[src/rtl/ctb_pkg.sv]
package ctb_pkg;
  localparam int unsigned CH_LO = 0;
  localparam int unsigned CH_HI = 1;

  typedef struct packed {
    logic start;
    logic stop;
  } run_cmd_t;
endpackage

[src/rtl/ctb_rst_sync.sv]
module ctb_rst_sync #(
  parameter int unsigned STAGES = 2
) (
  input  logic clk,
  input  logic rst_n_in,
  output logic rst_n_out
);
  logic [STAGES-1:0] sr_q;

  always_ff @(posedge clk or negedge rst_n_in) begin
    if (!rst_n_in) sr_q <= '0;
    else           sr_q <= {sr_q[STAGES-2:0], 1'b1};
  end

  assign rst_n_out = sr_q[STAGES-1];
endmodule

[src/rtl/ctb_prescaler.sv]
module ctb_prescaler #(
  parameter int unsigned SEL_W = 2
) (
  input  logic             clk,
  input  logic             rst_n,
  input  logic             sync_clr,
  input  logic [SEL_W-1:0] sel,
  output logic             tick
);
  localparam int unsigned PH_W = (1 << SEL_W) - 1;

  logic [PH_W-1:0] ph_q, ph_d, mask;

  // low sel bits of the phase all ones marks one tick per 2^sel clocks
  assign mask = ~({PH_W{1'b1}} << sel);
  assign tick = (ph_q & mask) == mask;

  always_comb begin
    if (sync_clr) ph_d = '0;
    else          ph_d = ph_q + 1'b1;
  end

  always_ff @(posedge clk or negedge rst_n) begin
    if (!rst_n) ph_q <= '0;
    else        ph_q <= ph_d;
  end
endmodule

[src/rtl/ctb_channel.sv]
module ctb_channel
  import ctb_pkg::*;
#(
  parameter int unsigned W = 16
) (
  input  logic         clk,
  input  logic         rst_n,
  input  logic         sync_clr,
  input  run_cmd_t     cmd,
  input  logic         step,
  output logic [W-1:0] count,
  output logic         wave,
  output logic         wave_rise
);
  localparam logic [W-1:0] CMP_SET = '0;
  localparam logic [W-1:0] CMP_CLR = {1'b1, {(W-1){1'b0}}};

  logic         run_q, run_d;
  logic [W-1:0] cnt_q, cnt_d;
  logic         wave_q, wave_d;
  logic         adv, cnt_en;

  always_comb begin
    run_d = run_q;
    if (cmd.stop)       run_d = 1'b0;
    else if (cmd.start) run_d = 1'b1;

    adv    = run_q & step;
    cnt_en = adv | sync_clr;
    cnt_d  = cnt_q;
    wave_d = wave_q;
    if (sync_clr) begin
      cnt_d  = '0;
      wave_d = 1'b0;
    end else if (adv) begin
      cnt_d = cnt_q + 1'b1;
      if (cnt_d == CMP_SET)      wave_d = 1'b1;
      else if (cnt_d == CMP_CLR) wave_d = 1'b0;
    end
  end

  always_ff @(posedge clk or negedge rst_n) begin
    if (!rst_n) begin
      run_q  <= 1'b0;
      cnt_q  <= '0;
      wave_q <= 1'b0;
    end else begin
      run_q <= run_d;
      if (cnt_en) begin
        cnt_q  <= cnt_d;
        wave_q <= wave_d;
      end
    end
  end

  assign count     = cnt_q;
  assign wave      = wave_q;
  // next-state rise: the chained channel steps on the same edge as the wrap
  assign wave_rise = wave_d & ~wave_q;
endmodule

[src/rtl/cascade_timebase.sv]
module cascade_timebase
  import ctb_pkg::*;
#(
  parameter int unsigned CNT_W  = 16,
  parameter int unsigned SEL_W  = 2,
  parameter bit          NATIVE = 1'b0
) (
  input  logic               clk,
  input  logic               rst_n,
  input  logic               sync_cmd,
  input  logic [1:0]         clk_start,
  input  logic [1:0]         clk_stop,
  input  logic [SEL_W-1:0]   presc_sel,
  output logic [CNT_W-1:0]   lo_count,
  output logic [CNT_W-1:0]   hi_count,
  output logic [1:0]         wav_out,
  output logic [2*CNT_W-1:0] time_value,
  output logic               rollover
);
  localparam int unsigned TB_W = 2 * CNT_W;

  logic     rst_int_n;
  logic     presc_tick;
  run_cmd_t cmd_lo, cmd_hi;

  assign cmd_lo.start = clk_start[CH_LO];
  assign cmd_lo.stop  = clk_stop[CH_LO];
  assign cmd_hi.start = clk_start[CH_HI];
  assign cmd_hi.stop  = clk_stop[CH_HI];

  ctb_rst_sync #(.STAGES(2)) u_rst (
    .clk       (clk),
    .rst_n_in  (rst_n),
    .rst_n_out (rst_int_n)
  );

  ctb_prescaler #(.SEL_W(SEL_W)) u_presc (
    .clk      (clk),
    .rst_n    (rst_int_n),
    .sync_clr (sync_cmd),
    .sel      (presc_sel),
    .tick     (presc_tick)
  );

  generate
    if (NATIVE) begin : g_native
      logic [TB_W-1:0] wide_cnt;
      logic            wide_wave, wide_rise;
      logic            unused_hi_cmd;

      ctb_channel #(.W(TB_W)) u_wide (
        .clk       (clk),
        .rst_n     (rst_int_n),
        .sync_clr  (sync_cmd),
        .cmd       (cmd_lo),
        .step      (presc_tick),
        .count     (wide_cnt),
        .wave      (wide_wave),
        .wave_rise (wide_rise)
      );

      assign unused_hi_cmd = cmd_hi.start ^ cmd_hi.stop;
      assign lo_count      = wide_cnt[CNT_W-1:0];
      assign hi_count      = '0;
      assign wav_out       = {1'b0, wide_wave};
      assign time_value    = wide_cnt;
      assign rollover      = wide_rise;
    end else begin : g_cascade
      logic [CNT_W-1:0] lo_cnt, hi_cnt;
      logic             lo_wave, lo_rise, hi_wave, hi_rise;

      ctb_channel #(.W(CNT_W)) u_lo (
        .clk       (clk),
        .rst_n     (rst_int_n),
        .sync_clr  (sync_cmd),
        .cmd       (cmd_lo),
        .step      (presc_tick),
        .count     (lo_cnt),
        .wave      (lo_wave),
        .wave_rise (lo_rise)
      );

      ctb_channel #(.W(CNT_W)) u_hi (
        .clk       (clk),
        .rst_n     (rst_int_n),
        .sync_clr  (sync_cmd),
        .cmd       (cmd_hi),
        .step      (lo_rise),
        .count     (hi_cnt),
        .wave      (hi_wave),
        .wave_rise (hi_rise)
      );

      assign lo_count   = lo_cnt;
      assign hi_count   = hi_cnt;
      assign wav_out    = {hi_wave, lo_wave};
      assign time_value = {hi_cnt, lo_cnt};
      assign rollover   = hi_rise;
    end
  endgenerate
endmodule

[config.mk]
export PLATFORM = sky130hd
export DESIGN_NAME = cascade_timebase
export DESIGN_NICKNAME = d
export VERILOG_FILES = /design/src/rtl/ctb_pkg.sv /design/src/rtl/ctb_rst_sync.sv /design/src/rtl/ctb_prescaler.sv /design/src/rtl/ctb_channel.sv /design/src/rtl/cascade_timebase.sv
export SDC_FILE = /design/constraint.sdc
export NUM_CORES = 1
export LEC_CHECK = 0
export CAP_MARGIN = 15
export CELL_PAD_IN_SITES_DETAIL_PLACEMENT = 1
export CELL_PAD_IN_SITES_GLOBAL_PLACEMENT = 1
export CORE_UTILIZATION = 36
export CTS_CLUSTER_DIAMETER = 150
export DETAILED_ROUTE_END_ITERATION = 12
export HOLD_SLACK_MARGIN = 0.06
export PLACE_DENSITY_LB_ADDON = 0.1
export SYNTH_ARGS = -nofsm -noshare
export SYNTH_HDL_FRONTEND = slang
export SYNTH_SLANG_ARGS = --single-unit
export TNS_END_PERCENT = 5
[constraint.sdc]
create_clock -name clk -period 4.9 [get_ports clk]
set_clock_uncertainty 0.1 [all_clocks]
set_input_delay 1.225 -clock clk [delete_from_list [all_inputs] [get_ports clk]]
set_output_delay 1.225 -clock clk [all_outputs]
set_load 0.005 [all_outputs]
Yosys cells after proc, flatten, opt, wreduce, memory -nomap -nowiden

Cells that the tools add are included.

Bits in registers: 41
Logic and storage cells: 50
Output and inout bits: 67
Input bits: 9

Multiplexer cells: 17
Reductions and logical operators: 8
Shifts and indexed selects: 1
Equal/unequal tests: 3
Add/subtract/negate cells: 3
Bitwise operators: 10

Operators by type and width:

| cell                    | count |
|---|---|
| $mux W16                | 4 |
| $add A16 B1 Y16 const B | 2 |
| $eq A16 B16 Y1 const B  | 2 |
| $logic_not A16 Y1       | 2 |
| $mux W1                 | 12 |
| $reduce_bool A2 Y1      | 4 |
| $and A1 B1 Y1           | 4 |
| $reduce_and A2 Y1       | 2 |
| $add A3 B1 Y3 const B   | 1 |
| $and A3 B3 Y3           | 1 |
| $eq A3 B3 Y1            | 1 |
| $mux W3                 | 1 |
| $not A3 Y3              | 1 |
| $shl A3 B2 Y3 const A   | 1 |
| $not A1 Y1              | 2 |
| $or A1 B1 Y1            | 2 |

Longest topological paths before layout

Gate-level depths: netlist (run 1).

Depth in word-level cells: 12
Gate-level depth with buffers: 10
Depth with buffers taken out: 8

Modules after synthesis

From an unflattened synthesis (run 1), not the netlist that was laid out.

Cells, all modules: 305
Area total of the unflattened synthesis: 2705.1 sq um

Modules (own cells, without submodules):

| module                       | area each (sq um) | cells each | sequential area each (sq um) | times used |
|---|---|---|---|---|
| ctb_channel (g_cascade.u_lo) | 1144.8            | 128        | 450.4                        | 1 |
| ctb_channel (g_cascade.u_hi) | 1116.1            | 128        | 450.4                        | 1 |
| cascade_timebase             | 255.2             | 34         | 0.0                          | 1 |
| ctb_prescaler                | 135.1             | 12         | 75.1                         | 1 |
| ctb_rst_sync                 | 53.8              | 3          | 50.0                         | 1 |

Worst setup path after synthesis (run 1)

OpenSTA, ideal clock, no wires.

Kind: input -> output
From: input presc_sel[0]
To: output rollover
Required time: 3.575 ns
Buffers on the path: 0
Data arrival time: 2.897 ns
Stages on the path: 7
Setup slack: 0.678 ns
Path through: nor2b_1 o21ai_0 nand3_1 nor4_2 nand4_2 or4_4 nor3_1

Longest elaborated chain between the ends: 12

RTL lines:

| element            | line                   | RTL |
|---|---|---|
| start: declaration | cascade_timebase.sv:13 | `input logic [SEL_W-1:0] presc_sel,` |
| $shl A3 B2 Y3 (*)  | ctb_prescaler.sv:15    | `assign mask = ~({PH_W{1'b1}} << sel);` |
| $not A3 Y3 (*)     | ctb_prescaler.sv:15    |  |
| $and A3 B3 Y3      | ctb_prescaler.sv:16    | `assign tick = (ph_q & mask) == mask;` |
| $eq A3 B3 Y1 (*)   | ctb_prescaler.sv:16    |  |
| $and A1 B1 Y1 (*)  | ctb_channel.sv:28      | `adv = run_q & step;` |
| $mux W1 (*)        | ctb_channel.sv:35      | `end else if (adv) begin` |
| $mux W1 (*)        | ctb_channel.sv:32      | `if (sync_clr) begin` |
| $and A1 B1 Y1 (*)  | ctb_channel.sv:59      | `assign wave_rise = wave_d & ~wave_q;` |
| $and A1 B1 Y1 (*)  | ctb_channel.sv:28      |  |
| $mux W1 (*)        | ctb_channel.sv:35      |  |
| $mux W1 (*)        | ctb_channel.sv:32      |  |
| $and A1 B1 Y1 (*)  | ctb_channel.sv:59      |  |
| end: declaration   | cascade_timebase.sv:18 | `output logic rollover` |

Mark *: on every way between the ends. The rest lies on a longest branch, timed or not.

Final worst setup path (run 1)

From: input presc_sel[1]
To: output rollover

The elaborated chain is that of the path after synthesis.

==> parameters.txt, run 1 <==
Parameter                              Value

Global routing
  Peak-usage layer in the global routing report    met2
  Vias in the first global route    2512
  First-pass GRT wire length    12800 um
  GRT met3 Usage    0.0279
  Antenna violations before repair    0
  Met1 Usage GRT    0.279
  GRT Total Usage    0.192
  Grt ovf    0
  Pin count of the biggest net entering global routing    31
  Grt met2 use    0.303

Timing
  Upper clock frequency limit    213 MHz
  Sum of negative setup slack    0 ns
  Hold Fails Final Rpt    0
  Worst slew margin relative to its limit    0.548
  Setup violators final    0
  Tcrit/Tclk final    0.960
  Tmin final    4.70 ns
  Worst Tran Pin Value    0.679 ns
  Max Transition Viols Final    0
  Worst Setup Slack, final    0.198 ns
  RSZ-0062 raised after global routing    false

Worst setup path
  Logic depth of the worst register-to-register path    9
  Delay of the slowest cell on the worst path    0.52 ns
  Cell family with most CP delay    simple AND/OR/NAND/NOR gates
  Reg-to-reg slack, setup    1.97 ns
  FF-to-FF End    g_cascade.u_hi.wave$_DFFE_PN0P_
  Required time at the worst-slack endpoint    3.58 ns
  Critical-path top delay cell    sky130_fd_sc_hd__or4_4
  Kind of capture point of the worst setup path    output pin
  Critical Path Source Type    input port
  Setup CP Type    input port to output pin
  Worst Path Buf+Inv    2
  Source of the critical timing path    presc_sel[1]
  Launching point of the worst reg2reg path    g_cascade.u_hi.count[0]$_DFFE_PN0P_
  Maximum net fanout on the critical path    2
  Arr. time, crit path    3.38 ns
  Critical path cell sequence    clkdlybuf4s50_1 -> o21bai_2 -> and3_1 -> nand3_1 -> nor4_4 -> nand4_2 -> or4_4 -> nor3_4 -> clkbuf_2

Placed design
  Setup WS pre-CTS    -0.373 ns
  Final HPWL from detailed placement    5450 um
  Cell total after placement    465
  Area after DPL    0.00342 mm2
  RePlAce Congestion    0.787
  Total of buffers placed on input and output ports    75

Final layout
  Non-filler instance count after layout    475
  Layout overhead on the synthesized area    28.6%
  Number of antenna cells inserted    0
  Final layout net count    388
  Leading cell type in the layout, fill and taps excluded    sky130_fd_sc_hd__clkdlybuf4s50_1
  Post-route standard cell area excluding fillers    0.00357 mm2
  Commonest cells after routing, fill and taps aside    sky130_fd_sc_hd__clkdlybuf4s50_1 (74), sky130_fd_sc_hd__dfrtp_1 (41), sky130_fd_sc_hd__nor2_1 (35)
  Post-layout utilization of the core    0.484
  Share of final-layout standard cells stronger than drive strength 1    0.101

Pwr
  Power density over the cells    189 mW/mm2
  VDD IR-drop max    0.113 mV
  Leakage Power    1.40 nW

Clock network
  Total number of clock tree sinks    41
  Latest clock arrival within the worst-skew pair    0.29 ns
  Clock buffers created by TritonCTS    5
  Root Driver    sky130_fd_sc_hd__clkbuf_8
  Number of buffers on the longest clock path    2
  Clock slew at reported path FFs    0.08 ns
  CTS tree    built
  Count of H-tree levels built during CTS    2

Routing
  Routed wire per std cell    15.6 um
  Number of optimization iterations in the first detailed-route pass    4
  Wire length after detailed routing    7430 um
  DRT iter0 DRCs    112
  DRC errors left    0
  Via count of the routed design    2572
  Count of nets left with antenna violations after detail routing    0
  Vias per cell    5.41

Die
  Horiz. Die Dim    89.8 um
  Die height    89.8 um
  # rows    31
  Area of the core region    0.00737 mm2
  Die area    0.00806 mm2
  Starting Density    0.377
  I/O pin count    76

Run status
  Run status    complete, no violations

Synthesis
  Commonest register cell after synthesis    sky130_fd_sc_hd__dfrtp_1
  Mean post-synth cell area    8.49 um2
  Number of synthesized register bits    41
  Biggest area consumer among synthesized cells    sky130_fd_sc_hd__dfrtp_1
  Synthesized Nets    340
  Async S/R FF share, synth    1.00
  Register area share after synthesis    0.370
  Count of warnings emitted by yosys    0
  Dominant cells by area after synthesis    sky130_fd_sc_hd__dfrtp_1 (37%), sky130_fd_sc_hd__buf_4 (9.2%), sky130_fd_sc_hd__nor2_1 (4.7%)
  Number of unique standard cell types used by synthesis    50
  Area fraction of the dominant cell type after synthesis    0.370
  Gate count of the mapped netlist    327
  Cell area after synthesis    0.00278 mm2
  Count of flip-flops with a built-in enable after synthesis    0

Flow run
  Max_cap viols    0

Worst hold path
  Path category of the worst min-delay check    register to asynchronous set/reset pin
==> through the flow <==
stage                     power (mW)  hold slack (ns)
final                          0.676            0.182
after detailed placement       0.392            0.206
after CTS                      0.684            0.214
after global placement         0.391            0.186
after floorplan                0.372            0.231
after global routing           0.704            0.249
==> power by group <==
part           switching (mW)  internal [mW]  leakage [nW]  total (mW)
registers             0.00556          0.342         0.563       0.348
clock network           0.123          0.166        0.0585       0.289
logic                  0.0208         0.0179         0.784      0.0387
==> registers in the layout, summed over array words and instances, names as in the netlist <==
signal / cells
g_cascade.u_lo.run_q: 1
g_cascade.u_lo.count: 16
g_cascade.u_hi.run_q: 1
u_presc.ph_q: 3
u_rst.sr_q: 2
g_cascade.u_hi.count: 16
g_cascade.u_hi.wave: 1
g_cascade.u_lo.wave: 1
==> how the worst max path moves through the flow <==
stage	slack, ns	cells after the start	endpoint
floorplan	0.68	7	rollover
global placement	-0.33	9	rollover
detailed placement	-0.37	9	rollover
CTS	0.03	9	rollover
global route	0.05	9	rollover
finish	0.20	9	rollover
==> synthesized netlist by cell type (2+ instances only) <==
| master | n |
|---|---|
| sky130_fd_sc_hd__buf_1 | 2 |
| sky130_fd_sc_hd__nand2_1 | 26 |
| sky130_fd_sc_hd__xor2_1 | 9 |
| sky130_fd_sc_hd__o21ai_0 | 11 |
| sky130_fd_sc_hd__nand4b_1 | 2 |
| sky130_fd_sc_hd__ha_1 | 4 |
| sky130_fd_sc_hd__nand4_2 | 2 |
| sky130_fd_sc_hd__and3_1 | 6 |
| sky130_fd_sc_hd__nor4_1 | 4 |
| sky130_fd_sc_hd__nor2_1 | 35 |
| sky130_fd_sc_hd__buf_6 | 2 |
| sky130_fd_sc_hd__a21o_1 | 6 |
| sky130_fd_sc_hd__dfrtp_1 | 41 |
| sky130_fd_sc_hd__xnor2_1 | 10 |
| sky130_fd_sc_hd__and2_1 | 2 |
| sky130_fd_sc_hd__nor2b_1 | 3 |
| sky130_fd_sc_hd__nand3b_1 | 3 |
| sky130_fd_sc_hd__o21ba_2 | 2 |
| sky130_fd_sc_hd__o311ai_1 | 2 |
| sky130_fd_sc_hd__a21oi_1 | 17 |
| sky130_fd_sc_hd__mux2i_1 | 3 |
| sky130_fd_sc_hd__buf_2 | 5 |
| sky130_fd_sc_hd__nand3_1 | 18 |
| sky130_fd_sc_hd__clkbuf_1 | 7 |
| sky130_fd_sc_hd__nor3b_1 | 2 |
| sky130_fd_sc_hd__nand4_1 | 11 |
| sky130_fd_sc_hd__or2_2 | 5 |
| sky130_fd_sc_hd__or3_1 | 8 |
| sky130_fd_sc_hd__and4_1 | 4 |
| sky130_fd_sc_hd__buf_4 | 34 |
| sky130_fd_sc_hd__nor3_1 | 14 |
| sky130_fd_sc_hd__a31oi_1 | 2 |
| sky130_fd_sc_hd__inv_1 | 6 |
| sky130_fd_sc_hd__a211o_1 | 3 |
==> routing by layer <==
| metal | up-vias | wire (um) | part of all wire |
|---|---|---|---|
| li1 | 1211 | - | - |
| met5 | - | 0 | 0 |
| met4 | 0 | 61 | 0.0082 |
| met2 | 58 | 3410 | 0.46 |
| met3 | 6 | 244 | 0.033 |
| met1 | 1297 | 3720 | 0.50 |
==> final cells by class <==
class | instances | area, um2
Fill cell | 866 | 3800
Multi-Input combinational cell | 230 | 1410
Sequential cell | 41 | 1030
Timing Repair Buffer | 91 | 866
Tap cell | 99 | 124
Clock buffer | 7 | 86.3
Clock inverter | 1 | 30.0
Inverter | 6 | 22.5
==> cell families after synthesis <==
| group | share of synthesized area |
|---|---|
| buffers and inverters | 0.129 |
| XOR/XNOR | 0.0600 |
| other | 0.00135 |
| AO/OA/AOI/OAI | 0.120 |
| flip-flops | 0.370 |
| multiplexers | 0.0108 |
| AND/OR/NAND/NOR | 0.290 |
| adder cells (fa/ha/maj) | 0.0180 |
==> worst reg2reg max path, delay by kind of cell, from the launching register on <==
family          cells  cell delay [ns]
compound gates      2             0.21
fa+ha+maj           1             0.34
buf+inv             1             0.16
flops               1             0.50
mux                 1             0.10
simple gates        4             1.40
==> what timing repair did <==
action | 4_1_cts | 5_1_grt
hold buffers | 0 | 0
setup endpoints to repair | 1 | 1
buffers inserted | 0 | 2
gates resized for setup | 2 | 6
cloned | 0 | 0
pin swaps | 2 | 4
Power figures use the tool's default switching activity.
==> run 2, diff against run 1 <==
- CAP_MARGIN: 15 -> default
==> results of run 2 <==
The final DEF is identical to that of run 1; final timing and power are the same.
==> run 3, diff against run 2 <==
- CTS_CLUSTER_SIZE: default -> 8
==> results of run 3 <==
The final DEF is identical to that of run 1; final timing and power are the same.
